**config.mk**
```make
export PLATFORM = sky130hd
export DESIGN_NAME = vbi_extractor
export DESIGN_NICKNAME = d
export VERILOG_FILES = /design/src/rtl/vbi_extractor.sv
export SDC_FILE = /design/constraint.sdc
export NUM_CORES = 1
export LEC_CHECK = 0
export ABC_CLOCK_PERIOD_IN_PS = 6700
export BUFFER_PORTS_ARGS = -buffer_cell sky130_fd_sc_hd__buf_2
export CELL_PAD_IN_SITES_DETAIL_PLACEMENT = 2
export CELL_PAD_IN_SITES_GLOBAL_PLACEMENT = 2
export CORE_MARGIN = 2
export CORE_UTILIZATION = 38
export DETAILED_ROUTE_END_ITERATION = 10
export PLACE_DENSITY_LB_ADDON = 0.1
export SLEW_MARGIN = 20
export SYNTH_ARGS = -nofsm -noshare
export SYNTH_HDL_FRONTEND = slang
export SYNTH_SLANG_ARGS = --single-unit
```
**constraint.sdc**
```tcl
create_clock -name clk_i -period 6.7 [get_ports clk_i]
set_input_delay 0.67 -clock clk_i [delete_from_list [all_inputs] [get_ports clk_i]]
set_output_delay 0.67 -clock clk_i [all_outputs]
set_load 0.02 [all_outputs]
```
**src/rtl/vbi_extractor.sv**
```systemverilog
module vbi_extractor #(
  parameter int         FIRST_LINE    = 10,
  parameter int         NUM_SLOTS     = 10,
  parameter int         SLOT_DELAY    = 180,
  parameter int         BIT_DIV       = 12,
  parameter int         PAYLOAD_BYTES = 10,
  parameter int         LINE_END      = 1260,
  parameter logic [7:0] START_PAT     = 8'hA5,
  parameter int         FIFO_DEPTH    = 8,
  parameter int         ERR_W         = 8,
  parameter int         LINE_W        = 10
) (
  input  logic             clk_i,
  input  logic             rst_i,
  input  logic             vsync_i,
  input  logic             hsync_i,
  input  logic             data_i,
  output logic             blank_o,
  output logic             out_valid_o,
  input  logic             out_ready_i,
  output logic [7:0]       out_data_o,
  output logic [ERR_W-1:0] err_cnt_o,
  output logic             ovf_o
);
  localparam int TOTAL_BITS = 8 * (PAYLOAD_BYTES + 1);
  localparam int PIX_W = $clog2(LINE_END + 1);
  localparam int PH_W  = $clog2(BIT_DIV);
  localparam int BI_W  = $clog2(TOTAL_BITS + 1);
  localparam int AW    = (FIFO_DEPTH > 1) ? $clog2(FIFO_DEPTH) : 1;
  localparam int CW    = $clog2(FIFO_DEPTH + 1);

  localparam logic [PIX_W-1:0]  SD_P    = PIX_W'(SLOT_DELAY);
  localparam logic [PIX_W-1:0]  LE_P    = PIX_W'(LINE_END);
  localparam logic [LINE_W-1:0] FL_P    = LINE_W'(FIRST_LINE);
  localparam logic [LINE_W-1:0] LAST_P  = LINE_W'(FIRST_LINE + NUM_SLOTS);
  localparam logic [PH_W-1:0]   PH_LAST = PH_W'(BIT_DIV - 1);
  localparam logic [PH_W-1:0]   PH_MID  = PH_W'(BIT_DIV / 2);
  localparam logic [BI_W-1:0]   BI_LAST = BI_W'(TOTAL_BITS - 1);
  localparam logic [BI_W-1:0]   BI_HDR  = BI_W'(8);
  localparam logic [AW-1:0]     A_LAST  = AW'(FIFO_DEPTH - 1);
  localparam logic [CW-1:0]     C_FULL  = CW'(FIFO_DEPTH);

  logic [2:0] vs_p, hs_p;
  logic [1:0] d_p;
  logic [LINE_W-1:0] line_q;
  logic [PIX_W-1:0]  pix_q;
  logic              run_q, slot_ok_q;
  logic [PH_W-1:0]   ph_q;
  logic [BI_W-1:0]   bi_q;
  logic [6:0]        sr_q;
  logic [7:0]        mem [FIFO_DEPTH];
  logic [AW-1:0]     wp_q, rp_q;
  logic [CW-1:0]     cnt_q;

  wire vs_rise   = vs_p[1] & ~vs_p[2];
  wire hs_rise   = hs_p[1] & ~hs_p[2];
  wire in_slot   = (line_q >= FL_P) && (line_q < LAST_P);
  wire sample    = run_q && (ph_q == PH_MID);
  wire byte_done = sample && (bi_q[2:0] == 3'd7);
  wire is_hdr    = bi_q < BI_HDR;
  wire [7:0] new_byte = {sr_q, d_p[1]};
  wire full      = (cnt_q == C_FULL);
  wire push_req  = byte_done && !is_hdr && slot_ok_q;
  wire push      = push_req && !full;
  wire pop       = out_valid_o && out_ready_i;

  assign blank_o     = in_slot && (pix_q >= SD_P) && (pix_q < LE_P);
  assign out_valid_o = (cnt_q != '0);
  assign out_data_o  = mem[rp_q];

  always_ff @(posedge clk_i) begin
    if (rst_i) begin
      vs_p <= '0; hs_p <= '0; d_p <= '0;
    end else begin
      vs_p <= {vs_p[1:0], vsync_i};
      hs_p <= {hs_p[1:0], hsync_i};
      d_p  <= {d_p[0], data_i};
    end
  end

  always_ff @(posedge clk_i) begin
    if (rst_i) begin
      line_q <= '0;
      pix_q  <= LE_P;
    end else begin
      if (vs_rise) line_q <= '0;
      else if (hs_rise && line_q != '1) line_q <= line_q + 1'b1;
      if (hs_rise) pix_q <= '0;
      else if (pix_q != LE_P) pix_q <= pix_q + 1'b1;
    end
  end

  always_ff @(posedge clk_i) begin
    if (rst_i) begin
      run_q <= 1'b0; ph_q <= '0; bi_q <= '0;
    end else if (hs_rise) begin
      run_q <= 1'b0;
    end else if (!run_q && in_slot && pix_q == SD_P) begin
      run_q <= 1'b1; ph_q <= '0; bi_q <= '0;
    end else if (run_q) begin
      if (ph_q == PH_LAST) begin
        ph_q <= '0;
        bi_q <= bi_q + 1'b1;
        if (bi_q == BI_LAST) run_q <= 1'b0;
      end else begin
        ph_q <= ph_q + 1'b1;
      end
    end
  end

  always_ff @(posedge clk_i) begin
    if (rst_i) begin
      sr_q <= '0; slot_ok_q <= 1'b0; err_cnt_o <= '0;
    end else begin
      if (sample) sr_q <= new_byte[6:0];
      if (byte_done && is_hdr) begin
        slot_ok_q <= (new_byte == START_PAT);
        if (new_byte != START_PAT && err_cnt_o != '1) err_cnt_o <= err_cnt_o + 1'b1;
      end
    end
  end

  always_ff @(posedge clk_i) begin
    if (push) mem[wp_q] <= new_byte;
  end

  always_ff @(posedge clk_i) begin
    if (rst_i) begin
      wp_q <= '0; rp_q <= '0; cnt_q <= '0; ovf_o <= 1'b0;
    end else begin
      if (push) wp_q <= (wp_q == A_LAST) ? '0 : wp_q + 1'b1;
      if (pop)  rp_q <= (rp_q == A_LAST) ? '0 : rp_q + 1'b1;
      case ({push, pop})
        2'b10:   cnt_q <= cnt_q + 1'b1;
        2'b01:   cnt_q <= cnt_q - 1'b1;
        default: cnt_q <= cnt_q;
      endcase
      if (push_req && full) ovf_o <= 1'b1;
    end
  end
endmodule


```
==> metrics.csv, run 1 <==
metric,value,unit
status,finished clean,
switching power,0.381,mW
synth unique cells,60,
DR vias,4010,
critical path required time,7.05,ns
diode count,0,
crit path DAT,3.49,ns
Setup Buffers After CTS,0,
Post-route DRC,0,
routed wire length,14.1,mm
io pins,25,
Tightest Pin Transition,0.894,ns
register area share after synthesis,57.4,%
CTS tree,yes,
Reg power frac,45.5,%
Final Hold Viols,0,
RSZ-0062 raised after global routing,no,
post-synthesis cell area,5820,sq um
Hold/Removal Path Class,reg -> reg,
commonest cells in the netlist,"dfxtp_1, edfxtp_1, nand2_1, a21oi_1, nor2_1",
"Avg Cell Area, Syn",11.8,sq um
Max Clk Rate,0.318,GHz
Int Power,1.53,mW
"Clk Latency, worst-skew pair",0.42,ns
worst ir drop on vdd,0.173,mV
worst relative slew slack,40.2,%
fin crit share,47.0,%
area delta synth->final,16.0,%
Syn. warnings,0,
Worst Setup Path Type,reg -> reg,
grt ovf,0,
"FF+latch count, synth",135,
Pwr Total,1.92,mW
core area,15100,sq um
1st-iter DRT viols,220,
clock root cell,clkbuf_16,
Post-synth EDFFs,64,
clk slew on worst S/H paths,0.06,ns
Gate Count Post-Synth,495,
Leak,2.35,nW
"count leader, synth",dfxtp_1,
DIE WIDTH,128,um
Non-Filler Instances,717,
total negative slack,0,ns
Final Net Count,538,
# clock sinks,135,
initial antenna violation count,0,
Worst Setup End Kind,flip-flop,
Hold Buf Count CTS,0,
Worst setup SP type,flip-flop,
Synth Flop Type,dfxtp_1,
dpl hpwl,9.80,mm
GRT Resource Usage Total,18.7,%
DR vias/cell,5.59,
share of the synthesized area in the top cell type,33.0,%
Max Buffers Root-to-Sink,2,
number of antenna-violating nets in the routed design,0,
placed insts,685,
FP Rows,45,
Final Max Tran Viols,0,
post-synthesis net count,517,
max_cap viols,0,
TritonCTS buffer count,17,
dominant cell type by area after synthesis,edfxtp_1,
Clock Power Share,52.5,%
CP max FO,9,
PortBufs,24,
initial core utilization,38.6,%
vias in the first global route,4336,
Routability Congestion,0.713,
global-route wire length before repair,23.3,mm
layout cells sized above 1,16.3,%
PostCTS Resize Cnt,0,
pin count of the biggest net entering global routing,37,
Comb power frac,2.0,%
async set or reset register ratio after synthesis,0,%
H-tree Lvls,4,
Area contributors post-synth,"edfxtp_1, dfxtp_1, mux4_2",
Initial DRT Pass Iterations,4,
Net Sw Frac,19.9,%
DIE AREA,16300,sq um
chip height,128,um
final setup violation count,0,
time the worst path needs with I/O delays and setup,3.15,ns
clk_skew,0.00663,ns
PD cells,283,nW/um^2
Avg WL per Cell,19.7,um
-- through the flow --
stage | setup WS, ns | util, % | area [sq um] | hold WS [ns]
finish | 3.55 | 44.8 | 6760 | 0.446
CTS | 3.28 | 44.7 | 6740 | 0.441
global placement | 3.61 | 40.3 | 6090 | 0.422
floorplan | 3.96 | - | 5820 | 0.414
global route | 3.31 | 44.8 | 6760 | 0.446
detailed placement | 3.37 | 40.5 | 6110 | 0.439
-- worst max-delay path, stage by stage, from the launching register on --
cell,delay [ns]
dfxtp_1,0.38
ha_1,0.25
ha_1,0.26
inv_1,0.07
or4_1,0.69
ha_1,0.34
xor2_1,0.17
ha_1,0.18
a21oi_1,0.15
xor2_1,0.11
or3_1,0.32
a21oi_1,0.15
-- per-layer routing --
metal	share of wire, %	GRT usage (%)
met4	1.6	6.59
met3	1.8	4.42
met5	0	0
met2	52	33.1
met1	45	22.4
-- power by group through the flow --
stage          Clock (mW)  Sequential [mW]  Combinational [mW]
6_report             1.01            0.872              0.0378
5_1_grt              1.07            0.873              0.0431
4_1_cts              1.03            0.872              0.0388
3_5_place_dp            0            0.890              0.0387
3_3_place_gp            0            0.889              0.0358
2_1_floorplan           0            0.886              0.0272
-- registers in the layout, indices dropped and copies added, names as in the netlist, 4 cells and up, named ones only --
register,cells
mem,64
pix_q,11
line_q,10
err_cnt_o,8
bi_q,7
sr_q,7
cnt_q,4
ph_q,4
-- area by class of cell --
class | instances | area, sq um
sequential | 135 | 3340
fill | 1527 | 8330
multi-input combinational | 319 | 2350
timing repair buffer | 25 | 128
clock buffer | 19 | 433
tap | 188 | 235
clock inverter | 13 | 203
inverter | 18 | 67.6
-- logic make-up (layout without fill, tap and decap cells) --
| family | count (synthesis) | in the layout | share of synthesized area [%] |
|---|---|---|---|
| flops | 135 | 135 | 57.4 |
| simple gates | 173 | 173 | 16.3 |
| compound gates | 90 | 90 | 9.77 |
| xor+xnor | 11 | 11 | 1.65 |
| buf+inv | 41 | 75 | 2.86 |
| fa+ha+maj | 16 | 16 | 3.44 |
| mux | 29 | 29 | 8.59 |
-- final timing paths --
path,startpoint,to,slack [ns],cells after the start
min reg2reg,hs_p[0],hs_p[1],0.45,1
max reg2reg,bi_q[1],cnt_q[2],3.55,11
min,hs_p[0],hs_p[1],0.45,1
max,bi_q[1],cnt_q[2],3.55,11
-- placed cells by master (no fill, tap or decap), types with 4 or more instances in the layout --
cell type / instances
a21oi_1: 34
and3_1: 5
buf_2: 24
bufinv_16: 5
clkbuf_16: 17
dfxtp_1: 70
edfxtp_1: 64
ha_1: 16
inv_1: 17
mux2_2: 8
mux2i_1: 5
mux4_2: 16
nand2_1: 36
nand2b_1: 4
nand3_1: 25
nand4_1: 11
nor2_1: 30
nor2b_1: 11
nor3_1: 4
nor4b_1: 5
o21ai_0: 20
o31ai_1: 10
or3_1: 15
or4_1: 8
xor2_1: 8
Note: power is estimated with default switching activity, not from simulation.
==> run 2, diff against run 1 <==
Settings changed: ABC_CLOCK_PERIOD_IN_PS 6700 to 3200.
Clock period 6.7 ns to 3.2 ns, I/O delays scaled along.
==> metrics.csv, run 2 (same netlist as run 1, synthesis figures left out) <==
metric,value,unit
status,finished clean,
chip height,128,um
Largest register FFs,64,
Critical R2R Capture,cnt_q[3],
pin count of the biggest net entering global routing,36,
worst ir drop on vdd,0.353,mV
routed wire length,14.2,mm
Final Hold Viols,0,
worst relative slew slack,30.5,%
FP Rows,45,
Max Clk Rate,0.339,GHz
placed insts,699,
# clock sinks,135,
Initial DRT Pass Iterations,4,
clk slew on worst S/H paths,0.06,ns
critical path required time,3.55,ns
R2R Setup Slk,0.25,ns
core area,15100,sq um
initial core utilization,38.6,%
Setup Buffers After CTS,0,
hold depth,2,
max_cap viols,0,
area delta synth->final,16.7,%
largest stage delay on the critical path,0.55,ns
Crit path top cell by count,ha_1,
CP bufs+invs,2,
TritonCTS buffer count,17,
DIE AREA,16300,sq um
CP max stage cell,or4_1,
number of cells on the worst reg-to-reg path,10,
CTS tree,yes,
DR vias,4062,
Worst Setup End Kind,flip-flop,
RSZ-0062 raised after global routing,no,
Routability Congestion,0.754,
DIE WIDTH,128,um
"most common cell after layout, fill and taps aside",dfxtp_1,
H-tree Lvls,4,
Worst Setup Path Type,reg -> reg,
number of antenna-violating nets in the routed design,0,
Hold Buf Count CTS,0,
PD cells,572,nW/um^2
"CP delay by family, top",adder cells,
global-route wire length before repair,23.3,mm
crit path DAT,3.29,ns
Max Buffers Root-to-Sink,2,
Leak,2.40,nW
initial antenna violation count,0,
Worst setup SP type,flip-flop,
CP max FO,8,
Worst R2R Start,bi_q[1],
Worst Hold Path EP,hs_p[0],
layout cells sized above 1,17.9,%
worst-path cell chain,"ha_1, ha_1, inv_1, or4_1, buf_4, ha_1, nor4b_1, o21ai_0, a21o_1, a21oi_1",
PostCTS Resize Cnt,0,
PortBufs,24,
grt ovf,0,
Top Registers,"mem (64), pix_q (11), line_q (10)",
fill count,1566,
time the worst path needs with I/O delays and setup,2.95,ns
clk_skew,0.00985,ns
Final Net Count,552,
io pins,25,
1st-iter DRT viols,181,
Non-Filler Instances,731,
GRT Resource Usage Total,18.6,%
"commonest non-fill, non-tap cells in the layout","dfxtp_1, edfxtp_1, nand2_1",
Final Max Tran Viols,0,
diode count,0,
Worst Hold Launch,hsync_i,
Post-route DRC,0,
vias in the first global route,4345,
Tightest Pin Transition,1.04,ns
Avg WL per Cell,19.5,um
clock root cell,clkbuf_16,
total negative slack,0,ns
"Clk Latency, worst-skew pair",0.42,ns
Hold/Removal Path Class,in -> reg,
largest register by flop count,mem,
Pwr Total,3.89,mW
final setup violation count,0,
fin crit share,92.1,%
DR vias/cell,5.56,
dpl hpwl,9.86,mm
run 2: changes by cell type in the layout (fill, tap and decap cells not counted):
cell,before,now
bufinv_16,5,3
o2111ai_2,1,0
o41ai_4,1,0
clkinv_2,1,2
clkbuf_8,0,1
o2111ai_1,0,1
nor3_2,2,0
clkinv_4,1,2
dfxtp_1,70,71
nor3_1,4,6
buf_4,1,15
o41ai_2,0,1
clkinv_1,3,2
dfxtp_2,1,0
run 2: power breakdown:
part | internal [mW] | leakage (nW) | total, mW | switching, mW
sequential | 1.81 | 1.18 | 1.83 | 0.0177
combinational | 0.0281 | 0.932 | 0.0790 | 0.0509
clock | 1.24 | 0.284 | 1.98 | 0.739
total | 3.08 | 2.40 | 3.89 | 0.807
run 2: stage by stage:
stage / hold WS [ns] / instance area (sq um) / utilization [%] / worst slack, ns
floorplan: 0.414 / 5820 / - / 0.456
global placement: 0.423 / 6190 / 41.0 / 0.406
detailed placement: 0.434 / 6200 / 41.1 / 0.279
CTS: 0.105 / 6800 / 45.0 / 0.203
global route: 0.123 / 6800 / 45.0 / 0.0381
finish: 0.110 / 6800 / 45.0 / 0.254
run 2: worst max-delay path by stage:
stage / start / to / slack [ns] / cells after the start
6_report: bi_q[1] / cnt_q[3] / 0.25 / 10
3_3_place_gp: bi_q[0] / cnt_q[3] / 0.41 / 10
2_1_floorplan: bi_q[0] / cnt_q[2] / 0.46 / 12
4_1_cts: bi_q[1] / cnt_q[3] / 0.20 / 10
5_1_grt: bi_q[1] / cnt_q[3] / 0.04 / 10
3_5_place_dp: bi_q[1] / cnt_q[3] / 0.28 / 10
run 2: area by class of cell:
type,instances,area (sq um),area share (%)
sequential,135,3340,49.2
multi-input combinational,319,2320,34.1
clock buffer,20,447,6.57
tap,188,235,3.46
timing repair buffer,39,233,3.42
clock inverter,12,153,2.25
inverter,18,67.6,0.994
run 2: routing by layer:
layer | global-route usage [%] | wire [um] | share of wire, %
met4 | 6.01 | 153 | 1.1
met5 | 0 | 0 | 0
met3 | 3.80 | 257 | 1.8
met1 | 22.7 | 6510 | 46
met2 | 32.8 | 7310 | 51
